$ cat src/rtl/circ_agen.sv
module circ_agen #(
  parameter int AW    = 16,
  parameter int NSETS = 8,
  parameter int BRW   = 4
) (
  input  logic                     clk,
  input  logic                     rst_n,
  input  logic                     bank_sel,
  input  logic                     wr_en,
  input  logic [$clog2(NSETS)-1:0] wr_set,
  input  logic [1:0]               wr_reg,
  input  logic [AW-1:0]            wr_data,
  input  logic                     req,
  input  logic [$clog2(NSETS)-1:0] req_set,
  input  logic [1:0]               mode,
  input  logic [AW-1:0]            imm_addr,
  output logic                     addr_valid,
  output logic [AW-1:0]            addr
);
  localparam int SW   = $clog2(NSETS);
  localparam int PW   = SW + 1;
  localparam int NPTR = 2 * NSETS;

  localparam logic [1:0] M_IMM = 2'b00;
  localparam logic [1:0] M_PRE = 2'b01;
  localparam logic [1:0] M_PST = 2'b10;
  localparam logic [1:0] M_REV = 2'b11;

  localparam logic [1:0] G_IDX = 2'b00;
  localparam logic [1:0] G_MOD = 2'b01;
  localparam logic [1:0] G_LEN = 2'b10;
  localparam logic [1:0] G_BAS = 2'b11;

  logic [AW-1:0] idx_r [NPTR];
  logic [AW-1:0] mod_r [NPTR];
  logic [AW-1:0] len_r [NPTR];
  logic [AW-1:0] bas_r [NPTR];

  logic [PW-1:0] rptr, wptr;
  assign rptr = {bank_sel, req_set};
  assign wptr = {bank_sel, wr_set};

  logic [AW-1:0] cur_i, cur_m, cur_l, cur_b;
  assign cur_i = idx_r[rptr];
  assign cur_m = mod_r[rptr];
  assign cur_l = len_r[rptr];
  assign cur_b = bas_r[rptr];

  // signed arithmetic two bits wider than the address, so both overrun directions are visible
  logic signed [AW+1:0] s_sum, s_lo, s_hi, s_len;
  logic [AW-1:0]        stepped;
  assign s_sum = $signed({2'b00, cur_i}) + $signed({{2{cur_m[AW-1]}}, cur_m});
  assign s_lo  = $signed({2'b00, cur_b});
  assign s_len = $signed({2'b00, cur_l});
  assign s_hi  = s_lo + s_len;

  logic signed [AW+1:0] s_wrap;
  always_comb begin
    s_wrap = s_sum;
    if (cur_l != '0) begin
      if (s_sum >= s_hi)      s_wrap = s_sum - s_len;
      else if (s_sum < s_lo)  s_wrap = s_sum + s_len;
    end
  end
  assign stepped = s_wrap[AW-1:0];

  logic [AW-1:0] linear;
  assign linear = cur_i + cur_m;

  logic [BRW-1:0] rev_bits;
  for (genvar g = 0; g < BRW; g++) begin : g_rev
    assign rev_bits[g] = cur_i[BRW-1-g];
  end

  logic [AW-1:0] rev_addr;
  assign rev_addr = cur_b + {{(AW-BRW){1'b0}}, rev_bits};

  logic [AW-1:0] addr_nx;
  always_comb begin
    case (mode)
      M_IMM:   addr_nx = imm_addr;
      M_PRE:   addr_nx = stepped;
      M_PST:   addr_nx = cur_i;
      default: addr_nx = rev_addr;
    endcase
  end

  logic          upd_en;
  logic [AW-1:0] upd_val;
  assign upd_en  = req && (mode == M_PST || mode == M_REV);
  assign upd_val = (mode == M_REV) ? linear : stepped;

  always_ff @(posedge clk or negedge rst_n) begin
    if (!rst_n) begin
      for (int k = 0; k < NPTR; k++) begin
        idx_r[k] <= '0;
        mod_r[k] <= '0;
        len_r[k] <= '0;
        bas_r[k] <= '0;
      end
    end else begin
      if (upd_en) idx_r[rptr] <= upd_val;
      if (wr_en) begin
        case (wr_reg)
          G_IDX: idx_r[wptr] <= wr_data;
          G_MOD: mod_r[wptr] <= wr_data;
          G_LEN: len_r[wptr] <= wr_data;
          default: begin
            bas_r[wptr] <= wr_data;
            idx_r[wptr] <= wr_data;
          end
        endcase
      end
    end
  end

  always_ff @(posedge clk or negedge rst_n) begin
    if (!rst_n) begin
      addr_valid <= 1'b0;
      addr       <= '0;
    end else begin
      addr_valid <= req;
      if (req) addr <= addr_nx;
    end
  end

  AST_VALID_TRACKS_REQ: assert property (@(posedge clk) disable iff (!rst_n)
    req |=> addr_valid);
  AST_ADDR_HOLDS_IDLE: assert property (@(posedge clk) disable iff (!rst_n)
    !req |=> $stable(addr));
  AST_IMM_PASSES: assert property (@(posedge clk) disable iff (!rst_n)
    (req && mode == M_IMM) |=> addr == $past(imm_addr));
  AST_PRE_KEEPS_INDEX: assert property (@(posedge clk) disable iff (!rst_n)
    (req && mode == M_PRE && !wr_en) |=> idx_r[$past(rptr)] == $past(cur_i));
  AST_WRAP_IN_RANGE: assert property (@(posedge clk) disable iff (!rst_n)
    (req && mode == M_PST && !wr_en && cur_l != '0 && cur_i >= cur_b
     && s_sum < s_hi && $signed({2'b00, cur_i}) >= s_lo
     && $signed({2'b00, cur_i}) < s_hi && !s_hi[AW+1] && s_hi <= $signed({2'b00, {AW{1'b1}}}))
    |=> (idx_r[$past(rptr)] >= bas_r[$past(rptr)]
         && {1'b0, idx_r[$past(rptr)]} < {1'b0, bas_r[$past(rptr)]} + {1'b0, len_r[$past(rptr)]}));
  AST_BASE_LOADS_INDEX: assert property (@(posedge clk) disable iff (!rst_n)
    (wr_en && wr_reg == G_BAS) |=> idx_r[$past(wptr)] == $past(wr_data));
  AST_WRITE_WINS: assert property (@(posedge clk) disable iff (!rst_n)
    (wr_en && wr_reg == G_IDX && upd_en && wptr == rptr) |=> idx_r[$past(wptr)] == $past(wr_data));
endmodule

$ cat config.mk
export PLATFORM = sky130hd
export DESIGN_NAME = circ_agen
export DESIGN_NICKNAME = d
export VERILOG_FILES = /design/src/rtl/circ_agen.sv
export SDC_FILE = /design/constraint.sdc
export NUM_CORES = 2
export LEC_CHECK = 0
export BUFFER_PORTS_ARGS = -buffer_cell sky130_fd_sc_hd__clkbuf_2
export CAP_MARGIN = 20
export CORE_MARGIN = 2
export CORE_UTILIZATION = 30
export DETAILED_ROUTE_END_ITERATION = 8
export GPL_TIMING_DRIVEN = 1
export HOLD_SLACK_MARGIN = 0.03
export PLACE_DENSITY_LB_ADDON = 0.15
export SLEW_MARGIN = 30
export SYNTH_ARGS = -nofsm -noshare
export SYNTH_HDL_FRONTEND = slang
export SYNTH_SLANG_ARGS = --single-unit
export TNS_END_PERCENT = 5
$ cat constraint.sdc
create_clock -name clk -period 9.7 [get_ports clk]
set_input_delay 0.97 -clock clk [delete_from_list [all_inputs] [get_ports clk]]
set_output_delay 0.97 -clock clk [all_outputs]
set_load 0.02 [all_outputs]
==> results.yml <==
floorplanning:
  core-area_mm2: 0.181
  die_area_mm2: 0.186
  rows: 156
  die_w_um: 431
  initial_core_util_pct: 30.2
  io_pins: 64
  die_y_um: 431
timing:
  fin_crit_ps: 8100
  tightest_slew_ps: 1060
  maxSlewViolCount: 0
  hold_viol_final: 0
  layout_setup_ws_ps: 1600
  fmax_mhz: 123
  fin_tns_setup_ps: 0
  skew_ps: 52.8
  slew_headroom_pct: 28.5
  fin_crit_sh_pct: 83.5
  finalSetupViolCount: 0
  rsz0062_at_grt: "no"
cts:
  h-tree-depth: 4
  ctsResizeCount: 0
  numCtsBuffers: 130
  post_cts.repair.setup_buffers: 0
  clock_latency_ps: 810
  cts_tree: "yes"
  clockBufferDepth: 3
  root_buffer: "clkbuf_16"
  clk_pin_slew_ps: 60
  cts_hold_buffers: 0
  cts_sinks: 1041
critical_path:
  worstPathArrival_ps: 8820
  crit_buf_inv: 4
  cp-start-kind: "primary input"
  critPathTopFamily: "compound AO/OA/AOI/OAI gates"
  critPathMaxFanout: 50
  slowest_stage: "buf_8"
  cp-end-kind: "flip-flop"
  required_ps: 10420
  criticalPathCategory: "in2reg"
  slowest_delay_ps: 530
logic_synthesis:
  ys_async_sr_fraction_pct: 100
  synth.area.top_cells: "dfrtp_1 (48%), mux2_2 (16%), mux4_2 (12%)"
  synth_top_family_by_area: "multiplexers"
  muxShareOfSynthArea_pct: 28.4
  syn_area_mm2: 0.0547
  synth.most_common_cell: "dfrtp_1"
  synthSimpleGateAreaFrac_pct: 6.36
  syn_inst: 4278
  yosysTopAreaCell: "dfrtp_1"
  syn_nets: 4430
  synth_edf_count: 0
  ys_warn_count: 0
  synthAdderAreaFrac_pct: 2.49
  synthFlopType: "dfrtp_1"
  postSynthAreaPerCell_um2: 12.8
  synthXorXnorAreaFrac_pct: 0.800
  synth_compound_area_share_pct: 11.0
  seq_area_frac_synth_pct: 47.6
  yosys_register_bits: 1041
  synth_top_area_share_pct: 47.6
  synth_cell_types: 89
  ys_top_cells_by_count: "dfrtp_1 (1041), mux2_2 (771), mux4_2 (301), nor2_1 (290), clkbuf_1 (275)"
place:
  placed_area_mm2: 0.0581
  gp_congestion: 0.902
  hpwl_um: 128000
  post-place-ws_ps: 795
  portBuffers: 63
routing:
  drt_pass1_iterations: 5
  via_per_inst: 5.67
  drt_iter0_drc: 3539
  drtAntennaViolNets: 0
  drc: 0
  wl_per_cell_um: 29.7
  routed_wirelength_um: 201000
  dr_total_vias: 38300
run:
  drv_cap: 0
run_status:
  status: "complete, no violations"
pwr:
  power.density_mw_per_mm2: 296
  p_leak_nw: 28.2
  vdd_drop_max_mv: 0.275
global_routing:
  grt_max_degree: 151
  grt_antenna_before_repair: 12
  grt.total_usage_pct: 21.4
  grt_first_pass_wirelength_um: 291000
  grt_pass1_vias: 38600
  grt_overflow: 0
final_layout:
  fin_util_pct: 34.6
  final_area_mm2: 0.0626
  layout.nets: 4432
  area_growth_pct: 14.3
  layout-drive-gt1-share_pct: 36.7
min_path:
  hp-class: "in2async"
==> routing by layer <==
| layer | GRT usage [%] | share of wire (%) |
|---|---|---|
| met3 | 3.12 | 5.7 |
| met2 | 32.9 | 45 |
| met4 | 8.12 | 3.8 |
| met1 | 30.6 | 45 |
| met5 | 0 | 0 |
==> logic make-up (layout without fill, tap and decap cells) <==
logic type,after synthesis,after routing
buffers and inverters,443,539
AOI/OAI and AO/OA,813,813
and+or+nand+nor,746,746
muxes,1079,1079
DFF,1041,1041
adders and majority gates,106,106
xor gates and xnor gates,50,50
other,0,6
==> cell usage in the layout (no fill, tap or decap), types with 12 or more instances in the layout <==
master,count
clkbuf_1,36
o211a_1,38
o31a_1,17
clkbuf_8,27
nor2_1,268
nand2_1,164
mux2_2,771
inv_1,76
and2_1,15
nand3_1,12
a22o_1,17
xor2_1,14
mux4_2,301
clkbuf_2,53
or3_1,26
nor2_4,12
nor2b_1,12
clkbuf_16,132
a221o_1,119
o211ai_1,12
a31oi_1,21
dfrtp_1,1041
o21ai_0,154
xnor2_1,36
a22oi_1,36
o221ai_1,36
nor3_1,27
buf_4,157
a21oi_1,201
ha_1,100
a21o_1,30
nand2b_1,17
and3_1,121
==> flip-flops by register name (all words and copies together) (netlist names) <==
| name | cells |
|---|---|
| addr | 16 |
| addr_valid | 1 |
| bas_r | 256 |
| idx_r | 256 |
| len_r | 256 |
| mod_r | 256 |
==> through the flow <==
stage               total power [mW]  hold WS [ps]  instances
floorplan                       10.7           474       4278
finish                          18.5           177       6750
detailed placement              13.5           483       6515
global route                    19.3           203       6748
CTS                             18.5           170       6741
global placement                13.5           481       6514
==> worst paths after layout <==
check | slack (ps) | depth (start not counted) | end | from
min reg2reg | 490 | 1 | addr[7] | addr[7]
max | 1600 | 29 | idx_r[245] | req_set[0]
min | 180 | 1 | len_r[126] | rst_n
max reg2reg | 2240 | 24 | idx_r[245] | idx_r[32]
max in group asynchronous | 7350 | 4 | mod_r[213] | rst_n
min in group clk | 480 | 3 | addr[0] | imm_addr[0]
==> worst register-to-register path: stages (launching register included) <==
cell and delay (ps):
dfrtp_1 390, mux4_2 470, mux4_2 640, ha_1 290, fa_1 480, a211oi_1 280, o21bai_1 180, nor2_1 170
a21oi_1 90, a21o_1 190, a21oi_1 170, xor2_1 420, inv_1 240, ha_1 260, a221oi_1 380, o21a_1 180
a31oi_1 80, and2_1 240, o211a_1 360, o41ai_4 380, buf_4 330, a311oi_1 200, o32ai_2 380, buf_4 350
a221o_1 220
==> power breakdown <==
part	internal, mW	switching (mW)	leakage [nW]	total, mW
combinational	2.89	4.90	12.5	7.79
sequential	5.30	0.495	13.5	5.80
clock	2.83	2.08	2.09	4.91
total	11.0	7.47	28.2	18.5
==> final cells by class <==
cell class	instances	area [um^2]
Antenna cell	6	15.0
Clock buffer	195	3810
Clock inverter	31	509
Fill cell	17700	118000
Inverter	78	293
Multi-Input combinational cell	2794	27100
Sequential cell	1041	26100
Tap cell	2370	2970
Timing Repair Buffer	235	1830
No activity file was read; power rests on OpenSTA's default activity.
